## config.mk

```make
export PLATFORM = sky130hd
export DESIGN_NAME = mesif_snoop_ctrl
export DESIGN_NICKNAME = d
export VERILOG_FILES = /design/src/rtl/mesif_ctrl_pkg.sv /design/src/rtl/mesif_snoop_rules.sv /design/src/rtl/mesif_local_rules.sv /design/src/rtl/mesif_line_fsm.sv /design/src/rtl/mesif_snoop_ctrl.sv
export SDC_FILE = /design/constraint.sdc
export NUM_CORES = 1
export LEC_CHECK = 0
export BUFFER_PORTS_ARGS = -buffer_cell sky130_fd_sc_hd__clkbuf_2
export CORE_MARGIN = 4
export CORE_UTILIZATION = 57
export CTS_BUF_LIST = sky130_fd_sc_hd__clkbuf_4 sky130_fd_sc_hd__clkbuf_8 sky130_fd_sc_hd__clkbuf_16
export CTS_CLUSTER_DIAMETER = 100
export DETAILED_ROUTE_END_ITERATION = 7
export GPL_ROUTABILITY_DRIVEN = 1
export PLACE_DENSITY = 0.86
export SYNTH_ARGS = -nofsm -noshare
export SYNTH_HDL_FRONTEND = slang
export SYNTH_SLANG_ARGS = --single-unit
```

## constraint.sdc

```tcl
create_clock -name clk -period 2.1 [get_ports clk]
set_clock_uncertainty 0.15 [all_clocks]
set_input_delay 0.21 -clock clk [delete_from_list [all_inputs] [get_ports clk]]
set_output_delay 0.21 -clock clk [all_outputs]
set_load 0.05 [all_outputs]
```

## src/rtl/mesif_ctrl_pkg.sv

```systemverilog
package mesif_ctrl_pkg;

    typedef enum logic [2:0] {
        ST_I = 3'b000,
        ST_S = 3'b001,
        ST_E = 3'b010,
        ST_F = 3'b011,
        ST_M = 3'b100
    } line_st_e;

    typedef enum logic [1:0] {
        PD_NONE = 2'b00,
        PD_RD   = 2'b01,
        PD_OWN  = 2'b10
    } pend_e;

    typedef enum logic [1:0] {
        RSP_INV   = 2'b00,
        RSP_SHR   = 2'b01,
        RSP_FWD_S = 2'b10,
        RSP_FWD_I = 2'b11
    } snp_rsp_e;

    typedef enum logic [1:0] {
        LR_HIT      = 2'b00,
        LR_RD_MISS  = 2'b01,
        LR_OWN_MISS = 2'b10,
        LR_RETRY    = 2'b11
    } lcl_rsp_e;

endpackage

```

## src/rtl/mesif_snoop_rules.sv

```systemverilog
module mesif_snoop_rules
    import mesif_ctrl_pkg::*;
(
    input  line_st_e cur_st,
    input  logic     own_req,
    output snp_rsp_e rsp,
    output logic     wb_req,
    output line_st_e nxt_st
);

    always_comb begin
        rsp    = RSP_INV;
        wb_req = 1'b0;
        nxt_st = cur_st;
        unique case (cur_st)
            ST_I: begin
                rsp    = RSP_INV;
                nxt_st = ST_I;
            end
            ST_S: begin
                rsp    = own_req ? RSP_INV : RSP_SHR;
                nxt_st = own_req ? ST_I : ST_S;
            end
            ST_E, ST_F: begin
                rsp    = own_req ? RSP_FWD_I : RSP_FWD_S;
                nxt_st = own_req ? ST_I : ST_S;
            end
            ST_M: begin
                rsp    = own_req ? RSP_FWD_I : RSP_FWD_S;
                wb_req = !own_req;
                nxt_st = own_req ? ST_I : ST_S;
            end
            default: nxt_st = ST_I;
        endcase
    end

endmodule

```

## src/rtl/mesif_local_rules.sv

```systemverilog
module mesif_local_rules
    import mesif_ctrl_pkg::*;
(
    input  line_st_e cur_st,
    input  pend_e    cur_pd,
    input  logic     wr_req,
    output lcl_rsp_e kind,
    output line_st_e nxt_st,
    output pend_e    nxt_pd
);

    always_comb begin
        kind   = LR_HIT;
        nxt_st = cur_st;
        nxt_pd = cur_pd;
        if (cur_pd != PD_NONE) begin
            kind = LR_RETRY;
        end else begin
            unique case (cur_st)
                ST_I: begin
                    kind   = wr_req ? LR_OWN_MISS : LR_RD_MISS;
                    nxt_pd = wr_req ? PD_OWN : PD_RD;
                end
                ST_S, ST_F: begin
                    kind   = wr_req ? LR_OWN_MISS : LR_HIT;
                    nxt_pd = wr_req ? PD_OWN : PD_NONE;
                end
                ST_E, ST_M: begin
                    kind   = LR_HIT;
                    nxt_st = wr_req ? ST_M : cur_st;
                end
                default: nxt_st = ST_I;
            endcase
        end
    end

endmodule

```

## src/rtl/mesif_line_fsm.sv

```systemverilog
module mesif_line_fsm
    import mesif_ctrl_pkg::*;
(
    input  logic       clk,
    input  logic       rst_n,
    input  logic       snp_sel,
    input  logic       snp_own,
    input  logic       lcl_sel,
    input  logic       lcl_wr,
    input  logic       fill_sel,
    input  logic [1:0] fill_grant,
    output line_st_e   st_q,
    output snp_rsp_e   snp_rsp,
    output logic       snp_wb,
    output lcl_rsp_e   lcl_kind
);

    pend_e    pd_q;
    pend_e    pd_d;
    line_st_e st_d;
    line_st_e snp_nxt;
    line_st_e lcl_nxt;
    pend_e    lcl_pd;
    line_st_e fill_st;

    mesif_snoop_rules u_snp (
        .cur_st  (st_q),
        .own_req (snp_own),
        .rsp     (snp_rsp),
        .wb_req  (snp_wb),
        .nxt_st  (snp_nxt)
    );

    mesif_local_rules u_lcl (
        .cur_st (st_q),
        .cur_pd (pd_q),
        .wr_req (lcl_wr),
        .kind   (lcl_kind),
        .nxt_st (lcl_nxt),
        .nxt_pd (lcl_pd)
    );

    // state installed by a completing fill
    always_comb begin
        fill_st = ST_S;
        unique case (pd_q)
            PD_OWN:  fill_st = ST_M;
            PD_RD: begin
                unique case (fill_grant)
                    2'b01:   fill_st = ST_F;
                    2'b10:   fill_st = ST_E;
                    default: fill_st = ST_S;
                endcase
            end
            default: fill_st = st_q;
        endcase
    end

    always_comb begin
        st_d = st_q;
        pd_d = pd_q;
        if (snp_sel) begin
            st_d = snp_nxt;
        end else if (lcl_sel) begin
            st_d = lcl_nxt;
            pd_d = lcl_pd;
        end
        if (fill_sel && (pd_q != PD_NONE)) begin
            st_d = fill_st;
            pd_d = PD_NONE;
        end
    end

    always_ff @(posedge clk or negedge rst_n) begin
        if (!rst_n) begin
            st_q <= ST_I;
            pd_q <= PD_NONE;
        end else begin
            st_q <= st_d;
            pd_q <= pd_d;
        end
    end

endmodule

```

## src/rtl/mesif_snoop_ctrl.sv

```systemverilog
module mesif_snoop_ctrl
    import mesif_ctrl_pkg::*;
#(
    parameter int NUM_LINES = 4,
    localparam int IDX_W = (NUM_LINES > 1) ? $clog2(NUM_LINES) : 1
) (
    input  logic             clk,
    input  logic             rst_n,
    input  logic             lreq_valid,
    input  logic             lreq_write,
    input  logic [IDX_W-1:0] lreq_idx,
    output logic             lrsp_valid,
    output logic [1:0]       lrsp_kind,
    output logic [2:0]       lrsp_state,
    input  logic             snp_valid,
    input  logic             snp_own,
    input  logic [IDX_W-1:0] snp_idx,
    output logic             srsp_valid,
    output logic [1:0]       srsp_code,
    output logic             srsp_wb,
    input  logic             fill_valid,
    input  logic [1:0]       fill_grant,
    input  logic [IDX_W-1:0] fill_idx
);

    line_st_e st_arr   [NUM_LINES];
    snp_rsp_e rsp_arr  [NUM_LINES];
    logic     wb_arr   [NUM_LINES];
    lcl_rsp_e kind_arr [NUM_LINES];

    for (genvar g = 0; g < NUM_LINES; g++) begin : g_line
        mesif_line_fsm u_line (
            .clk        (clk),
            .rst_n      (rst_n),
            .snp_sel    (snp_valid && (snp_idx == IDX_W'(g))),
            .snp_own    (snp_own),
            .lcl_sel    (lreq_valid && (lreq_idx == IDX_W'(g))),
            .lcl_wr     (lreq_write),
            .fill_sel   (fill_valid && (fill_idx == IDX_W'(g))),
            .fill_grant (fill_grant),
            .st_q       (st_arr[g]),
            .snp_rsp    (rsp_arr[g]),
            .snp_wb     (wb_arr[g]),
            .lcl_kind   (kind_arr[g])
        );
    end

    always_ff @(posedge clk or negedge rst_n) begin
        if (!rst_n) begin
            lrsp_valid <= 1'b0;
            lrsp_kind  <= 2'b00;
            lrsp_state <= 3'b000;
            srsp_valid <= 1'b0;
            srsp_code  <= 2'b00;
            srsp_wb    <= 1'b0;
        end else begin
            lrsp_valid <= lreq_valid;
            srsp_valid <= snp_valid;
            if (lreq_valid) begin
                lrsp_kind  <= kind_arr[lreq_idx];
                lrsp_state <= st_arr[lreq_idx];
            end
            if (snp_valid) begin
                srsp_code <= rsp_arr[snp_idx];
                srsp_wb   <= wb_arr[snp_idx];
            end else begin
                srsp_wb   <= 1'b0;
            end
        end
    end

endmodule

```

Word-level counts from Yosys, hierarchy flattened

Cells that the tools add are included.

Register bits after elaboration: 30
Latch bits: 0
RAM bits: 0
Memory bits (read-only): 0
Input bits: 15
Logic and storage cells: 229
Memories kept: 0

Add/sub/neg operators: 0
$mul: 0
Div/mod/pow operators: 0
$lt $le $gt $ge: 2
Equality and inequality tests: 59
Shift operators: 0
Multiplexer cells: 84
Bitwise gates (word level): 2
Reductions and logical operators: 68

Operators with widths:

| cell                                                                  | number |
|---|---|
| 3-bit 2-to-1 mux                                                      | 22 |
| 2-bit 2-to-1 mux                                                      | 26 |
| 2-bit case mux with 2 select lines                                    | 13 |
| 3-bit case mux with 2 select lines                                    | 8 |
| 3-bit by 2-bit equality test with 1-bit output, second input constant | 8 |
| 3-bit nonzero test                                                    | 8 |
| 3-bit OR reduction                                                    | 8 |
| 2-bit equality test, second input constant                            | 11 |
| 5-bit AND reduction                                                   | 4 |
| 2-bit by 1-bit equality test with 1-bit output, second input constant | 8 |
| 1-bit logical AND                                                     | 16 |
| 2-bit != test, second input constant                                  | 8 |
| 4-bit by 2-bit != test with 1-bit output, second input constant       | 4 |
| 4-bit AND reduction                                                   | 4 |
| 2-bit nonzero test                                                    | 8 |
| 2-bit OR reduction                                                    | 8 |
| 4-bit OR reduction                                                    | 4 |
| 3-bit by 1-bit equality test with 1-bit output, second input constant | 4 |
| 3-bit equality test, second input constant                            | 4 |
| 3-bit zero test                                                       | 4 |
| 3-bit by 1-bit != test with 1-bit output, second input constant       | 4 |
| 3-bit by 2-bit != test with 1-bit output, second input constant       | 4 |
| 3-bit != test, second input constant                                  | 4 |
| 1-bit 2-to-1 mux                                                      | 11 |
| 7 further kinds                                                       | 12 |

Longest topological paths before layout

Word-level depth: 7
Depth in mapped cells: 6

Hierarchy

From an unflattened synthesis, not the netlist that was laid out.

Cell total of the unflattened synthesis: 297
Area total of the unflattened synthesis: 2748.9 um^2

Modules (own cells, without submodules):

| module            | times used | cells an instance | area an instance (um^2) | sequential area each (um^2) |
|---|---|---|---|---|
| mesif_line_fsm    | 4          | 31                | 327.8                   | 125.1 |
| mesif_snoop_ctrl  | 1          | 57                | 661.9                   | 250.2 |
| mesif_local_rules | 4          | 16                | 102.6                   | 0.0 |
| mesif_snoop_rules | 4          | 13                | 91.3                    | 0.0 |

Worst setup path before layout

Ideal clock, no wire load.

Path type: reg-to-reg
Start point: register g_line[0].u_line.pd_q[1]
End point: register g_line[0].u_line.st_q[0]
Data arrival time: 1.518 ns
Path slack: 0.306 ns
Cell stages (with the launch flop): 5
Buffers on the path: 0
Clock period less this slack: 1.794 ns
Cells stage by stage: dfrtp_1 -> or3_4 -> nor3b_4 -> a22oi_2 -> a221o_1

Longest elaborated chain between the ends: 4
Elaborated cells on any way between the ends: 12
Those cells by class: eq/ne (6); mux (2); reduce/logical (4)

RTL lines:

| what                                                                             | line                                          | RTL |
|---|---|---|
| start: declaration                                                               | mesif_line_fsm.sv:18                          | `pend_e pd_q;` |
| start signal: assignment                                                         | mesif_line_fsm.sv:80                          | `pd_q <= pd_d;` |
| 2-bit nonzero test                                                               | mesif_local_rules.sv:16, mesif_line_fsm.sv:68 |  |
| 1-bit logical AND                                                                | mesif_line_fsm.sv:68                          | `if (fill_sel && (pd_q != PD_NONE)) begin` |
| 4-bit by 2-bit != test with 1-bit output (no line), or another cell as far along | --                                            |  |
| 5-bit AND reduction (no line)                                                    | --                                            |  |
| end signal: assignment                                                           | mesif_line_fsm.sv:79                          | `st_q <= st_d;` |
| end: declaration                                                                 | mesif_line_fsm.sv:12                          | `output line_st_e st_q,` |

Several ways; a longest one is shown, not always the timed one.
A chain may end at the register's enable or synchronous reset.

Worst setup path in the final report

Ends and elaborated chain as after synthesis.

==> impl_metrics.ini <==
[status]
status = complete, no violations

[routing]
ant_nets = 0
num_vias = 1866
drtPass1Iterations = 5
routedWlPerCell_um = 16.8
via_per_inst = 6.41
drc = 0
totalWireLength_mm = 4.89
drt_iter0_drc = 196

[run]
max_cap_viol_count = 0

[min_path]
holdCritStartpoint = lreq_valid
min_path_type = in2reg

[setup_path]
path_class = reg2reg
critPathMaxStageDelay_ns = 0.44
cp-end-kind = flip-flop
crit_fanout = 7
startpoint = g_line[0].u_line.pd_q[1]
worst-path-buf-inv = 0
timing.rr.start = g_line[0].u_line.pd_q[1]
cp_top_family = simple AND/OR/NAND/NOR gates
cp_slowest_cell = dfrtp_1
arrival_ns = 1.96
required_ns = 2.17
startpoint_type = flip-flop
r2r_setup_slack_ns = 0.21
cp_cell_sequence = or3_4 -> nor3b_4 -> a22oi_2 -> a221o_1

[final_layout]
area_growth_pct = 12.1
n_antenna_cell = 0
fin_util_pct = 69.2
fillers = 259
layout.nets = 264
layout-drive-gt1-share_pct = 19.0
seqCellArea_sq_um = 751
multi_input_area_sq_um = 1080

[yosys]
synth_edf_count = 0
async_flop_share_pct = 100
ys_ff_latch = 30
avgSynthCellArea_sq_um = 8.77
synth_cell_types = 53
netlist_area_sq_um = 1950
yosysWarnings = 0
synthCells = 222
ys.flop_type = dfrtp_1
ys_seq_area_share_pct = 38.6
syn_nets = 238

[clocking]
cts_setup_buffers = 0
cts_tree = built
cts_made_buffers = 5
htreeDepth = 2
clk_pin_slew_ns = 0.08
root_buffer = clkbuf_4
cts.sinks = 30
cts_buffer_depth = 2
clk_latency_ns = 0.33

[global_route]
groute.usage.overall_pct = 24.8
grt.overflow.total = 0
grt_max_degree = 31
antenna_found_initial = 0
grt_pass1_vias = 1746
grt_pass1_wl_mm = 8.22

[pwr]
power_density_nw_per_um2 = 1200
power_leakage_nw = 0.960
ir_worst_vdd_uv = 707

[timing]
max_slew_margin_pct = 51.7
rsz0062_at_grt = false
final-setup-viol-count = 0
worstMarginPinSlew_ns = 0.724
slew_viol_final = 0
period_share_pct = 90.2
hold_violations = 0
finalSetupTns_ns = 0
fmax_mhz = 528
whs_ns = 0.0253
fin_crit_ns = 1.89

[place]
io_buffers = 24
gp_congestion = 0.895
dp_hpwl_mm = 3.55

[floorplan]
start_util_pct = 61.7
die_w_um = 66.4
chipHeight_um = 66.4
dieArea_sq_um = 4410
num_rows = 20
coreArea_sq_um = 3150
io-pin-count = 25
[worst reg2reg max path: cells and delay by family (launching register included)]
kind | cells | cell delay (ns)
flops | 1 | 0.44
simple gates | 2 | 0.71
compound gates | 2 | 0.49
[layout make-up]
cell class | instances | area share, %
multi-input combinational | 164 | 49.7
sequential | 30 | 34.4
timing repair buffer | 32 | 8.48
inverter | 15 | 2.58
tap | 44 | 2.52
clock buffer | 6 | 2.35
[path summary, 6_finish.rpt]
| path | end | depth (start not counted) |
|---|---|---|
| hold / removal | lrsp_valid | 1 |
| setup reg to reg | g_line[0].u_line.st_q[0] | 4 |
| min in group asynchronous | srsp_valid | 2 |
| max in group asynchronous | g_line[0].u_line.st_q[2] | 2 |
| hold reg to reg | lrsp_state[0] | 1 |
| setup / recovery | g_line[0].u_line.st_q[0] | 4 |
[per-stage QoR]
step                      cell area (sq um)  power (mW)  instances  setup slack (ns)
final                                  2180        2.63        291             0.205
after detailed placement               2110        2.27        283             0.233
after floorplan                        1950        1.95        222             0.306
after CTS                              2180        2.60        291             0.214
after global placement                 2110        2.24        283             0.264
after global routing                   2180        2.83        291            0.0979
[state kept, by name, summed over array words and instances (netlist names)]
register            count
g_line.u_line.pd_q      8
srsp_valid              1
srsp_wb                 1
lrsp_valid              1
g_line.u_line.st_q     12
lrsp_state              3
srsp_code               2
lrsp_kind               2
[routing by layer]
metal  GRT usage, %  vias up  wire (um)
li1               -      890          -
met1           34.1      864       2140
met2           36.3      103       2210
met3           6.97        9        444
met4           10.4        0         90
met5              0        -          0
[cell usage after synthesis (2+ instances only)]
master	instances	share of area, %
nor3b_1	5	1.9
nor4b_1	2	0.90
a21oi_1	21	5.4
a211oi_1	2	0.77
inv_2	2	0.39
a221oi_1	2	0.90
dfrtp_1	30	39
o41ai_1	2	0.90
o22ai_1	2	0.64
nand3_1	5	1.3
and3_1	2	0.64
a32oi_1	2	0.90
mux2_2	3	1.7
and3b_1	2	0.90
nor2b_1	6	1.9
nand3b_1	6	2.3
nand2b_1	2	0.64
buf_2	5	1.3
nor3_1	4	1.0
o21ai_1	3	0.77
a22oi_1	3	1.2
o21ai_0	8	2.1
nor2_1	26	5.0
inv_1	13	2.5
mux4_2	3	3.5
nor4_1	6	1.9
a21o_1	2	0.77
a211o_1	3	1.3
a31oi_1	3	0.96
nand2_1	11	2.1
o21a_1	3	1.2
a41oi_1	3	1.3
o2bb2ai_1	3	1.3
clkbuf_1	8	1.5
[cells in the final DEF (no fill, tap or decap), drive strengths merged, types with 2 or more instances in the layout]
master / n
dfrtp: 30
clkbuf: 30
nor2: 26
a21oi: 21
inv: 15
nand2: 11
o21ai: 11
nor4: 6
nor2b: 6
nand3b: 6
buf: 6
nor3b: 6
nand3: 5
nor3: 4
a22oi: 4
o2bb2ai: 3
a211o: 3
o21a: 3
a31oi: 3
mux4: 3
mux2: 3
a41oi: 3
nand2b: 2
and3: 2
a21o: 2
a32oi: 2
and3b: 2
a211oi: 2
o41ai: 2
a221oi: 2
nor4b: 2
o22ai: 2
dlygate4sd3: 2
o311ai: 2
[cell families after synthesis]
family	share of synthesized area, %
and+or+nand+nor	23.3
AOI/OAI and AO/OA	26.2
DFF	38.6
buffers and inverters	5.72
muxes	5.21
xor gates and xnor gates	0.450
adders and majority gates	0.643
[report_power, final]
group,switching [mW],internal (mW)
clock network,0.182,0.150
registers,0.326,0.782
logic,0.707,0.482
[what timing repair did]
action                                  in CTS  in global routing
hold buffers                                 2                  0
resized for setup                            0                  0
endpoints found under the hold margin       31                  0
endpoints found under the setup margin       0                  0
No activity file was read; power rests on OpenSTA's default activity.
